==> src/rtl/csd_pkg.sv <==
package csd_pkg;

  localparam int CMP_W    = 16;
  localparam int TYPE_W   = 6;
  localparam int REG_W    = 32;
  localparam int WP_BIT   = 8;
  localparam int EN_BIT   = 0;
  localparam int TM_LSB   = 1;

  typedef struct packed {
    logic [CMP_W-1:0]  base;
    logic [CMP_W-1:0]  mask;
    logic              wp;
    logic [TYPE_W-1:0] tmask;
    logic              en;
  } ch_cfg_t;

  // Channel 0 comes up enabled and open over the full space; the rest are off.
  function automatic ch_cfg_t cfg_reset(input int idx);
    ch_cfg_t c;
    c = '0;
    if (idx == 0) begin
      c.mask = '1;
      c.en   = 1'b1;
    end
    return c;
  endfunction

  function automatic logic [REG_W-1:0] mask_view(input ch_cfg_t c);
    logic [REG_W-1:0] r;
    r = '0;
    r[REG_W-1 -: CMP_W]               = c.mask;
    r[WP_BIT]                         = c.wp;
    r[TM_LSB + TYPE_W - 1 : TM_LSB]   = c.tmask;
    r[EN_BIT]                         = c.en;
    return r;
  endfunction

endpackage

==> src/rtl/csd_regs.sv <==
module csd_regs
  import csd_pkg::*;
#(
  parameter int NUM_CH     = 5,
  parameter int OFF_W      = 8,
  parameter int MAP_BASE   = 'h80,
  parameter int MAP_STRIDE = 12
) (
  input  logic                clk,
  input  logic                rst_n,
  input  logic                cfg_we,
  input  logic [OFF_W-1:0]    cfg_addr,
  input  logic [REG_W-1:0]    cfg_wdata,
  output logic [REG_W-1:0]    cfg_rdata,
  output ch_cfg_t             cfg_q [NUM_CH]
);

  localparam int TM_MSB = TM_LSB + TYPE_W - 1;

  logic [REG_W-1:0] rd_part [NUM_CH];
  logic             wdata_unused;

  assign wdata_unused = ^{cfg_wdata[WP_BIT-1], cfg_wdata[REG_W-CMP_W-1:WP_BIT+1]};

  for (genvar i = 0; i < NUM_CH; i++) begin : g_ch
    localparam logic [OFF_W-1:0] BASE_OFF = OFF_W'(MAP_BASE + MAP_STRIDE * i);
    localparam logic [OFF_W-1:0] MASK_OFF = OFF_W'(MAP_BASE + MAP_STRIDE * i + 4);

    logic    sel_base, sel_mask, wr_en;
    ch_cfg_t cfg_d;

    assign sel_base = (cfg_addr == BASE_OFF);
    assign sel_mask = (cfg_addr == MASK_OFF);
    assign wr_en    = cfg_we && (sel_base || sel_mask);

    always_comb begin
      cfg_d = cfg_q[i];
      if (sel_base) begin
        cfg_d.base = cfg_wdata[REG_W-1 -: CMP_W];
      end
      if (sel_mask) begin
        cfg_d.mask  = cfg_wdata[REG_W-1 -: CMP_W];
        cfg_d.wp    = cfg_wdata[WP_BIT];
        cfg_d.tmask = cfg_wdata[TM_MSB:TM_LSB];
        cfg_d.en    = cfg_wdata[EN_BIT];
      end
    end

    always_ff @(posedge clk or negedge rst_n) begin
      if (!rst_n) begin
        cfg_q[i] <= cfg_reset(i);
      end else if (wr_en) begin
        cfg_q[i] <= cfg_d;
      end
    end

    always_comb begin
      rd_part[i] = '0;
      if (sel_base) begin
        rd_part[i] = {cfg_q[i].base, {(REG_W-CMP_W){1'b0}}};
      end else if (sel_mask) begin
        rd_part[i] = mask_view(cfg_q[i]);
      end
    end
  end

  always_comb begin
    cfg_rdata = '0;
    for (int i = 0; i < NUM_CH; i++) begin
      cfg_rdata = cfg_rdata | rd_part[i];
    end
  end

endmodule

==> src/rtl/csd_match.sv <==
module csd_match
  import csd_pkg::*;
#(
  parameter int NUM_CH = 5
) (
  input  ch_cfg_t              cfg [NUM_CH],
  input  logic [CMP_W-1:0]     addr_hi,
  input  logic                 acc_write,
  input  logic [TYPE_W-1:0]    acc_type,
  output logic [NUM_CH-1:0]    hit
);

  for (genvar i = 0; i < NUM_CH; i++) begin : g_cmp
    logic addr_ok, type_ok, wp_ok;

    assign addr_ok = ((addr_hi ^ cfg[i].base) & ~cfg[i].mask) == '0;
    assign type_ok = (acc_type & cfg[i].tmask) == '0;
    assign wp_ok   = !(cfg[i].wp && acc_write);
    assign hit[i]  = cfg[i].en && addr_ok && type_ok && wp_ok;
  end

endmodule

==> src/rtl/csd_prio.sv <==
module csd_prio #(
  parameter int N = 5
) (
  input  logic [N-1:0] req,
  output logic [N-1:0] gnt
);

  always_comb begin
    logic taken;
    taken = 1'b0;
    gnt   = '0;
    for (int i = 0; i < N; i++) begin
      if (req[i] && !taken) begin
        gnt[i] = 1'b1;
        taken  = 1'b1;
      end
    end
  end

endmodule

==> src/rtl/csd_top.sv <==
module csd_top
  import csd_pkg::*;
#(
  parameter int NUM_CH = 5,
  parameter int ADDR_W = 32,
  parameter int OFF_W  = 8
) (
  input  logic              clk,
  input  logic              rst_n,
  input  logic              cfg_we,
  input  logic [OFF_W-1:0]  cfg_addr,
  input  logic [31:0]       cfg_wdata,
  output logic [31:0]       cfg_rdata,
  input  logic              acc_start,
  input  logic [ADDR_W-1:0] acc_addr,
  input  logic              acc_write,
  input  logic [5:0]        acc_type,
  input  logic              acc_done,
  output logic [NUM_CH-1:0] cs_n
);

  localparam int HI_LSB = ADDR_W - CMP_W;

  logic [1:0]        rst_pipe;
  logic              rst_sync_n;
  ch_cfg_t           cfg_q [NUM_CH];
  logic [NUM_CH-1:0] hit, gnt;
  logic [NUM_CH-1:0] sel_d, sel_q;
  logic              sel_en;
  logic [NUM_CH-1:0] ch_wp, ch_en;
  logic              addr_lo_unused;

  assign addr_lo_unused = ^acc_addr[HI_LSB-1:0];

  // Assert asynchronously, release on the clock.
  always_ff @(posedge clk or negedge rst_n) begin
    if (!rst_n) begin
      rst_pipe <= '0;
    end else begin
      rst_pipe <= {rst_pipe[0], 1'b1};
    end
  end
  assign rst_sync_n = rst_pipe[1];

  csd_regs #(
    .NUM_CH (NUM_CH),
    .OFF_W  (OFF_W)
  ) u_regs (
    .clk       (clk),
    .rst_n     (rst_sync_n),
    .cfg_we    (cfg_we),
    .cfg_addr  (cfg_addr),
    .cfg_wdata (cfg_wdata),
    .cfg_rdata (cfg_rdata),
    .cfg_q     (cfg_q)
  );

  csd_match #(
    .NUM_CH (NUM_CH)
  ) u_match (
    .cfg       (cfg_q),
    .addr_hi   (acc_addr[ADDR_W-1:HI_LSB]),
    .acc_write (acc_write),
    .acc_type  (acc_type),
    .hit       (hit)
  );

  csd_prio #(
    .N (NUM_CH)
  ) u_prio (
    .req (hit),
    .gnt (gnt)
  );

  for (genvar i = 0; i < NUM_CH; i++) begin : g_flags
    assign ch_wp[i] = cfg_q[i].wp;
    assign ch_en[i] = cfg_q[i].en;
  end

  assign sel_en = acc_start || acc_done;

  always_comb begin
    sel_d = sel_q;
    if (acc_start) begin
      sel_d = gnt;
    end else if (acc_done) begin
      sel_d = '0;
    end
  end

  always_ff @(posedge clk or negedge rst_sync_n) begin
    if (!rst_sync_n) begin
      sel_q <= '0;
    end else if (sel_en) begin
      sel_q <= sel_d;
    end
  end

  assign cs_n = ~sel_q;

endmodule

==> config.mk <==
export PLATFORM = sky130hd
export DESIGN_NAME = csd_top
export DESIGN_NICKNAME = d
export VERILOG_FILES = /design/src/rtl/csd_pkg.sv /design/src/rtl/csd_regs.sv /design/src/rtl/csd_match.sv /design/src/rtl/csd_prio.sv /design/src/rtl/csd_top.sv
export SDC_FILE = /design/constraint.sdc
export NUM_CORES = 1
export LEC_CHECK = 0
export ABC_AREA = 1
export BUFFER_PORTS_ARGS = -buffer_cell sky130_fd_sc_hd__buf_4
export CAP_MARGIN = 25
export CELL_PAD_IN_SITES_DETAIL_PLACEMENT = 1
export CELL_PAD_IN_SITES_GLOBAL_PLACEMENT = 2
export CORE_ASPECT_RATIO = 0.5
export CORE_UTILIZATION = 37
export DETAILED_ROUTE_END_ITERATION = 10
export PLACE_DENSITY_LB_ADDON = 0.1
export SLEW_MARGIN = 20
export SYNTH_ARGS = -nofsm -noshare
export SYNTH_HDL_FRONTEND = slang
export SYNTH_HIERARCHICAL = 1
export SYNTH_SLANG_ARGS = --single-unit
==> constraint.sdc <==
create_clock -name clk -period 15.6 [get_ports clk]
set_input_delay 1.56 -clock clk [delete_from_list [all_inputs] [get_ports clk]]
set_output_delay 1.56 -clock clk [all_outputs]
set_load 0.02 [all_outputs]
## Word level (Yosys, flattened, before mapping)

Index checks and enable logic that the tools add are counted.

| storage, ports and cells | value |
|---|---|
| output and inout bits | 37 |
| word-level logic and storage cells | 148 |
| register bits after elaboration | 207 |
| bits of input ports | 84 |

| operators by class | value |
|---|---|
| reduce and logical (&&, ||, !) cells | 66 |
| muxes and demuxes | 20 |
| equal/unequal tests | 10 |
| bitwise gates (word level) | 25 |

Operators with widths:

| cell | count |
|---|---|
| $mux W32 | 10 |
| $or A32 B32 Y32 | 4 |
| $and A16 B16 Y16 | 5 |
| $eq A8 B8 Y1 const B | 10 |
| $logic_not A16 Y1 | 5 |
| $not A16 Y16 | 5 |
| $xor A16 B16 Y16 | 5 |
| $and A6 B6 Y6 | 5 |
| $logic_not A6 Y1 | 5 |
| $logic_and A1 B1 Y1 | 29 |
| $reduce_and A2 Y1 | 11 |
| $mux W5 | 2 |
| $logic_not A1 Y1 | 9 |
| $mux W1 | 8 |
| $logic_or A1 B1 Y1 | 6 |
| $not A5 Y5 | 1 |
| $reduce_bool A2 Y1 | 1 |

## Depth between registers and ports, before layout

Gate-level depths: netlist of the first run.

| depth | value |
|---|---|
| word-level depth | 20 |
| gate-level depth with buffers | 13 |
| depth with buffers taken out | 12 |

## Cells and area by module

Netlist of the first run, hierarchy kept.

By module, submodules not included:

| module | instances | cells an instance | area each (um2) | seq. area each (um2) |
|---|---|---|---|---|
| csd_regs | 1 | 1142 | 9504.1 | 5026.1 |
| csd_match | 1 | 483 | 2031.9 | 0.0 |
| csd_top | 1 | 29 | 265.3 | 175.2 |
| csd_prio | 1 | 11 | 46.3 | 0.0 |

## Worst setup path after synthesis of the first run

Ideal clock, no wire load.

| timing path | value |
|---|---|
| kind | input -> output |
| start point | in cfg_addr[6] |
| end point | out cfg_rdata[16] |
| data arrival time | 2532 ps |
| stages | 9 |
| data required time | 14040 ps |
| path buffers | 2 |
| path slack | 11508 ps |
| cell sequence | inv_2 -> nand2_2 -> nor2_2 -> buf_4 -> buf_2 -> nand3_1 -> nand2_1 -> inv_1 -> nand3_1 |

| on the way | value |
|---|---|
| word-level cells in the longest chain between the ends | 7 |
| elaborated cells on any way between the ends | 24 |
| classes of those cells | eq/ne (10); mux (10); bitwise (4) |

Ends and longest elaborated chain:

| item | RTL line | source |
|---|---|---|
| start, declared | csd_top.sv:11 | `input logic [OFF_W-1:0] cfg_addr,` |
| $eq A8 B8 Y1 | csd_regs.sv:33 | `assign sel_mask = (cfg_addr == MASK_OFF);` |
| $mux W32 | csd_regs.sv:61 | `end else if (sel_mask) begin` |
| $mux W32 | csd_regs.sv:59 | `if (sel_base) begin` |
| $or A32 B32 Y32 (3 in a row) | csd_regs.sv:70 | `cfg_rdata = cfg_rdata \| rd_part[i];` |
| $or A32 B32 Y32 (*) | csd_regs.sv:70 |  |
| end, declared | csd_top.sv:13 | `output logic [31:0] cfg_rdata,` |

Mark *: on every way between the ends. The rest lies on a longest branch, timed or not.

## Worst setup path in the final report of the first run

| timing path | value |
|---|---|
| start point | in cfg_addr[2] |
| end point | out cfg_rdata[27] |

The elaborated chain is that of the path after synthesis.

==> summary.txt, run 1 <==
Avg Inst Size Synth -> 7.12 µm²
post-CTS resize count -> 0
status -> finished clean
Pwr Density -> 94.8 mW/mm²
clock sink total -> 207
Setup WS post-layout -> 10.21 ns
CP max stage cell -> inv_2
Finished Core Util -> 43.4%
number of placed I/O pins -> 121
worst endpoint required time -> 14.04 ns
max-slew violation count -> 0
minimum clock period -> 5.39 ns
Port Buffers -> 88
CORE AREA -> 0.0309 mm²
Lkg Pwr -> 6.45 nW
startpoint types -> input port
Post-CTS Setup Bufs -> 0
Slew HR -> 36.5%
WL/cell -> 19.2 µm
fillcell total -> 3937
synth cell count leaders -> nand2_1 (616), dfrtp_1 (190), nand3_1 (176)
register area share after synthesis -> 43.9%
Worst-Skew Late Latency -> 0.53 ns
reg2reg setup slack -> 13.11 ns
setup_tns -> 0 ns
critical path arrival -> 3.83 ns
DR vias -> 11052
Synth area leader -> dfrtp_1
share of post-route cells with drive strength above 1 -> 12.0%
Die X -> 255 µm
warnings from Yosys -> 6
Routed Antenna Nets -> 0
max_cap viols -> 0
vias in the first global route -> 11195
Root Buffer -> clkbuf_16
dpl ws -> 10.20 ns
clk slew on worst S/H paths -> 0.06 ns
Post-synth ARST share -> 100%
drt total wl -> 41.4 mm
Hold Buf Count CTS -> 0
H-tree depth -> 1
Setup CP Type -> in2out
CP delay by family, top -> simple AND/OR/NAND/NOR gates
Synth Flop Type -> dfrtp_1
cell area after synthesis -> 0.0118 mm²
largest net degree at the start of global routing -> 75
Chip Height -> 129 µm
die area -> 0.0328 mm²
crit path max fanout -> 34
# diodes -> 0
clk buf depth -> 3
Worst Clk Skew -> 0.00840 ns
post-synthesis register bit count -> 207
routability cong. -> 0.819
Slowest Stage Delay on Critical Path -> 0.70 ns
highest clock rate -> 0.185 GHz
HP Class -> reg2reg
number of flops mapped to enable cells by yosys -> 0
Cell Area, Placed -> 0.0126 mm²
Synth area leaders -> dfrtp_1 (40%), nand2_1 (20%), nand3_1 (7.4%), inv_1 (5.0%), nor2_1 (3.9%)
endpoint class of the critical path -> output port
drt drc -> 0
detailed router's first-iteration violation count -> 630
share of the synthesized area in the top cell type -> 40.1%
RSZ-0062 raised after global routing -> no
post-route cell area -> 0.0134 mm²
Worst Tran Pin Value -> 0.950 ns
Critical path buffers and inverters -> 3
Area Overhead vs Synth -> 13.3%
first-pass GRT wire length -> 64.0 mm
Yosys cell types -> 30
nets@finish -> 1800
total congestion overflow -> 0
All-Layer GR Usage -> 25.9%
initial antenna violation count -> 0
Cells after Synth -> 1665
TritonCTS buffer count -> 23
Setup Viol. Count Final -> 0
DRT Pass-1 Iters -> 4
final worst-path cycle share -> 34.6%
CTS tree -> built
most frequent cell after synthesis -> nand2_1
Starting Density -> 38.3%
Fin. Hold Viols -> 0
Site Rows -> 45
routed vias/inst -> 5.13
hpwl dp -> 26.7 mm
crit-path cells -> buf_4 -> nor2_2 -> nand2_2 -> inv_2 -> nand2_1 -> nor2_1 -> nor2_1 -> nand3_1 -> buf_4
worst IR drop on VDD -> 0.0566 mV
through the flow:
| stage | hold slack, ns | power (mW) | instances |
|---|---|---|---|
| finish | 0.352 | 1.27 | 2155 |
| global route | 0.368 | 1.33 | 2155 |
| CTS | 0.355 | 1.29 | 2153 |
| detailed placement | 0.340 | 0.732 | 2112 |
| global placement | 0.337 | 0.725 | 2112 |
| floorplan | 0.331 | 0.679 | 1672 |
state kept, by name, summed over array words and instances (netlist names):
register,flops
u_regs/cfg_q,200
sel_q,5
rst_pipe,2
worst reg2reg max path, cell delays in order, from the launching register on:
cell and delay (ns):
dfrtp_4 0.96, buf_4 0.47, buf_16 0.31, buf_4 0.55, buf_12 0.30
path summary, 6_finish.rpt:
check / startpoint / end / cells after the start
worst max-delay path: cfg_addr[2] / cfg_rdata[27] / 9
worst min-delay path: rst_pipe[0]$_DFF_PN0_ / rst_pipe[1]$_DFF_PN0_ / 0
worst max register to register: rst_pipe[1]$_DFF_PN0_ / u_regs/cfg_q[160]$_DFFE_PN1P_ / 4
worst min register to register: rst_pipe[0]$_DFF_PN0_ / rst_pipe[1]$_DFF_PN0_ / 0
max in group asynchronous: rst_pipe[1]$_DFF_PN0_ / u_regs/cfg_q[160]$_DFFE_PN1P_ / 4
min in group asynchronous: rst_pipe[1]$_DFF_PN0_ / u_regs/cfg_q[58]$_DFFE_PN0P_ / 0
placed cells by master, fill, tap and decap left out, drive strengths merged, types with 2 or more instances in the layout:
cell type	synthesis	final
nand2	627	627
dfrtp	190	190
nand3	177	177
o21ai	173	173
inv	165	167
nor2	137	137
buf	72	104
clkbuf	13	37
o21a	31	31
nand3b	24	24
dfstp	17	17
nand4	11	11
conb	2	9
a21oi	8	8
or2	8	8
o21bai	4	4
a21boi	4	4
nor3	2	2
kinds of logic (layout without fill, tap and decap cells):
family | count (synthesis) | count (layout) | share of synthesized area, %
AOI/OAI and AO/OA | 220 | 220 | 10.6
buffers and inverters | 250 | 310 | 9.94
DFF | 207 | 207 | 43.9
other | 2 | 9 | 0.0634
and+or+nand+nor | 986 | 986 | 35.5
cell type report:
class | instances | area (µm²) | area share (%)
clock inverter | 4 | 52.6 | 0.391
sequential | 207 | 5200 | 38.8
clock buffer | 37 | 678 | 5.05
multi-input combinational | 1215 | 5530 | 41.2
tap | 423 | 529 | 3.94
timing repair buffer | 104 | 813 | 6.06
inverter | 165 | 619 | 4.61
metal layers:
metal	track usage [%]	vias to the layer above	wire length, µm
li1	-	5343	-
met2	42.2	203	18500
met1	36.4	5437	20300
met5	0	-	0
met3	3.72	69	1740
met4	6.34	0	926
report_power, final:
part / leakage [nW] / internal, mW / switching (mW)
clock network: 0.357 / 0.314 / 0.236
registers: 2.78 / 0.567 / 0.0281
logic: 3.32 / 0.0457 / 0.0830
total: 6.45 / 0.926 / 0.347
Power figures use the tool's default switching activity.
==> run 2, diff against run 1 <==
Settings changed: ABC_AREA 1 to 0, CORE_UTILIZATION 37 to 36.
Clock period 15.6 ns to 4.7 ns, I/O delays scaled along.
==> summary.txt, run 2 <==
Most flops, register -> u_regs/cfg_q
Synth area leader -> dfrtp_1
register area share after synthesis -> 46.9% (+3.0 points)
Root Buffer -> clkbuf_16
worst endpoint required time -> 4.23 ns (-9.81 ns)
switching component of the power -> 1.09 mW (+220%)
highest clock rate -> 0.310 GHz
Cells after Synth -> 917 (-45%)
most common cell after layout, fill and taps aside -> dfrtp_1
Fin. Hold Viols -> 0 (unchanged)
top flop regs -> u_regs/cfg_q: 200 flops, sel_q: 5 flops, rst_pipe: 2 flops
worst IR drop on VDD -> 0.204 mV (+260%)
Avg Inst Size Synth -> 12.1 µm² (+70%)
drt drc -> 0 (unchanged)
initial antenna violation count -> 0 (unchanged)
minimum clock period -> 3.22 ns
crit path max fanout -> 34 (unchanged)
clock sink total -> 207 (unchanged)
sw frac -> 27.0% (-0.25 points)
cell area after synthesis -> 0.0111 mm² (-6.5%)
Worst-Skew Late Latency -> 0.52 ns (about the same)
Die X -> 250 µm (-1.9%)
endpoint class of the critical path -> output port
Port Buffers -> 88 (unchanged)
Slowest Stage Delay on Critical Path -> 0.79 ns (+0.09 ns)
post-CTS resize count -> 0 (unchanged)
clk buf depth -> 3 (unchanged)
Fin Hold WS -> 0.167 ns (-0.185 ns)
Yosys cell types -> 66 (+120%)
Most common cell on crit path -> buf_4
status -> finished clean
dpl ws -> 1.49 ns (-8.71 ns)
Pwr Density -> 318 mW/mm² (+240%)
max reg flops -> 200 (unchanged)
routed vias/inst -> 5.92 (+15%)
Synth area leaders -> dfrtp_1 (43%), mux2_2 (19%), xnor2_1 (6.2%), dfstp_2 (4.0%), a22oi_1 (3.6%)
final worst-path cycle share -> 68.6%
Routed Antenna Nets -> 0 (unchanged)
area of the multi-input gates -> 0.00547 mm² (-0.95%)
number of placed I/O pins -> 121 (unchanged)
die area -> 0.0315 mm² (-3.8%)
share of the synthesized area in the top cell type -> 42.9% (+2.8 points)
Chip Height -> 126 µm (-1.9%)
WL/cell -> 29.9 µm (+56%)
Setup Viol. Count Final -> 0 (unchanged)
Setup WS post-layout -> 1.48 ns (-8.73 ns)
first-pass GRT wire length -> 61.0 mm (-4.8%)
setup_tns -> 0 ns (unchanged)
routability cong. -> 0.878 (+7.3%)
Setup CP Type -> in2out
critical path arrival -> 2.75 ns (-1.08 ns)
clock share of power -> 40.1% (-3.1 points)
nets@finish -> 1062 (-41%)
synth cell count leaders -> dfrtp_1 (190), mux2_2 (187), xnor2_1 (78)
final std cells w/o fill -> 1383 (-36%)
Pint -> 2.96 mW (+220%)
detailed router's first-iteration violation count -> 651 (+3.3%)
# diodes -> 0 (unchanged)
register area -> 0.00520 mm² (unchanged)
HP Class -> in2reg
CORE AREA -> 0.0296 mm² (-4.2%)
warnings from Yosys -> 6 (unchanged)
Seq pwr share -> 48.3% (+1.6 points)
RSZ-0062 raised after global routing -> no
DRT Pass-1 Iters -> 5 (+1)
CTS tree -> built
Lkg Pwr -> 5.72 nW (-11%)
drt total wl -> 41.4 mm (about the same)
Area Overhead vs Synth -> 14.8%
number of flops mapped to enable cells by yosys -> 0 (unchanged)
total congestion overflow -> 0 (unchanged)
max-slew violation count -> 0 (unchanged)
Post-synth ARST share -> 100% (unchanged)
Worst Clk Skew -> 0.0125 ns (+0.00410 ns)
clk slew on worst S/H paths -> 0.06 ns (about the same)
startpoint types -> input port
most frequent cells in the layout -> dfrtp_1 (189), mux2_2 (187), buf_4 (114)
post-synthesis register bit count -> 207 (unchanged)
Starting Density -> 37.4% (-0.92 points)
Critical path buffers and inverters -> 3 (unchanged)
vias in the first global route -> 8660 (-23%)
H-tree depth -> 1 (unchanged)
Worst Tran Pin Value -> 1.18 ns (+0.228 ns)
largest net degree at the start of global routing -> 97 (+29%)
hpwl dp -> 29.0 mm (+8.7%)
DR vias -> 8185 (-26%)
crit-path cells -> buf_4 -> nor4_2 -> buf_4 -> nand2_1 -> o22ai_1 -> nand3b_1 -> buf_4
CP max stage cell -> nor4_2
Synth Flop Type -> dfrtp_1
fillcell total -> 3175 (-19%)
All-Layer GR Usage -> 26.5% (+0.62 points)
share of post-route cells with drive strength above 1 -> 38.5% (+26 points)
CP delay by family, top -> simple AND/OR/NAND/NOR gates
placed cell count -> 1344 (-36%)
Logic pwr share -> 11.6% (+1.5 points)
TritonCTS buffer count -> 21 (-8.7%)
max_cap viols -> 0 (unchanged)
most frequent cell after synthesis -> dfrtp_1
Site Rows -> 44 (-2.2%)
Slew HR -> 21.2% (-15 points)
[run 2: cell types whose count changed after synthesis, moves of 86 or more]
cell	previous run	this run
inv_1	159	5
o21ai_1	86	0
nand2_1	616	22
nand3_1	176	27
mux2_2	0	187
nor2_1	122	22
[run 2: final cells by class]
| class | count | area share (%) |
|---|---|---|
| inverters | 5 | 0.148 |
| well taps | 391 | 3.85 |
| repair buffers | 117 | 7.12 |
| clock inverters | 5 | 0.197 |
| flip-flops and latches | 207 | 40.9 |
| clock buffers | 32 | 4.77 |
| multi-input cells | 626 | 43.0 |
[run 2: repair_timing]
action / in CTS / in global routing
buffers inserted: 0 / 0
hold endpoints to repair: 2 / 0
hold buffers: 1 / 0
[run 2: worst paths after layout]
| kind | start | slack [ns] | end | cells after the start |
|---|---|---|---|---|
| max in group asynchronous | rst_pipe[1]$_DFF_PN0_ | 3.41 | u_regs/cfg_q[162]$_DFFE_PN0P_ | 1 |
| max reg2reg | u_regs/cfg_q[157]$_DFFE_PN0P_ | 2.24 | sel_q[1]$_DFFE_PN0P_ | 7 |
| min | acc_done | 0.17 | sel_q[2]$_DFFE_PN0P_ | 2 |
| min reg2reg | rst_pipe[1]$_DFF_PN0_ | 0.29 | u_regs/cfg_q[140]$_DFFE_PN0P_ | 0 |
| max | cfg_addr[2] | 1.48 | cfg_rdata[31] | 7 |
| min in group asynchronous | rst_n | 0.27 | rst_pipe[1]$_DFF_PN0_ | 2 |
[run 2: routing by layer]
layer	share of wire (%)	wire, µm	vias up	GRT usage, %
li1	-	-	3531	-
met1	49	20100	4368	39.3
met2	43	17600	233	39.3
met3	6.9	2850	53	6.16
met4	2.0	821	0	5.05
met5	0	0	-	0
[run 2: cells by family after synthesis]
| logic type | synth area share, % |
|---|---|
| multiplexers | 23.6 |
| other | 0.0678 |
| AND/OR/NAND/NOR | 7.72 |
| buffers and inverters | 4.17 |
| XOR/XNOR | 6.46 |
| AO/OA/AOI/OAI | 11.0 |
| flip-flops | 46.9 |
[run 2: power groups by stage]
stage          registers (mW)  logic [mW]  clock network [mW]
2_1_floorplan            1.98       0.276                   0
3_3_place_gp             1.99       0.450                   0
3_5_place_dp             2.00       0.456                   0
4_1_cts                  1.96       0.459                1.67
5_1_grt                  1.97       0.499                1.73
6_report                 1.96       0.468                1.63
[run 2: per-stage QoR]
step	instance area [µm²]	util [%]	power, mW
2_1_floorplan	11100	-	2.25
3_3_place_gp	12100	40.7	2.44
3_5_place_dp	12100	40.7	2.45
4_1_cts	12700	42.9	4.09
5_1_grt	12700	43.0	4.20
6_report	12700	43.0	4.05
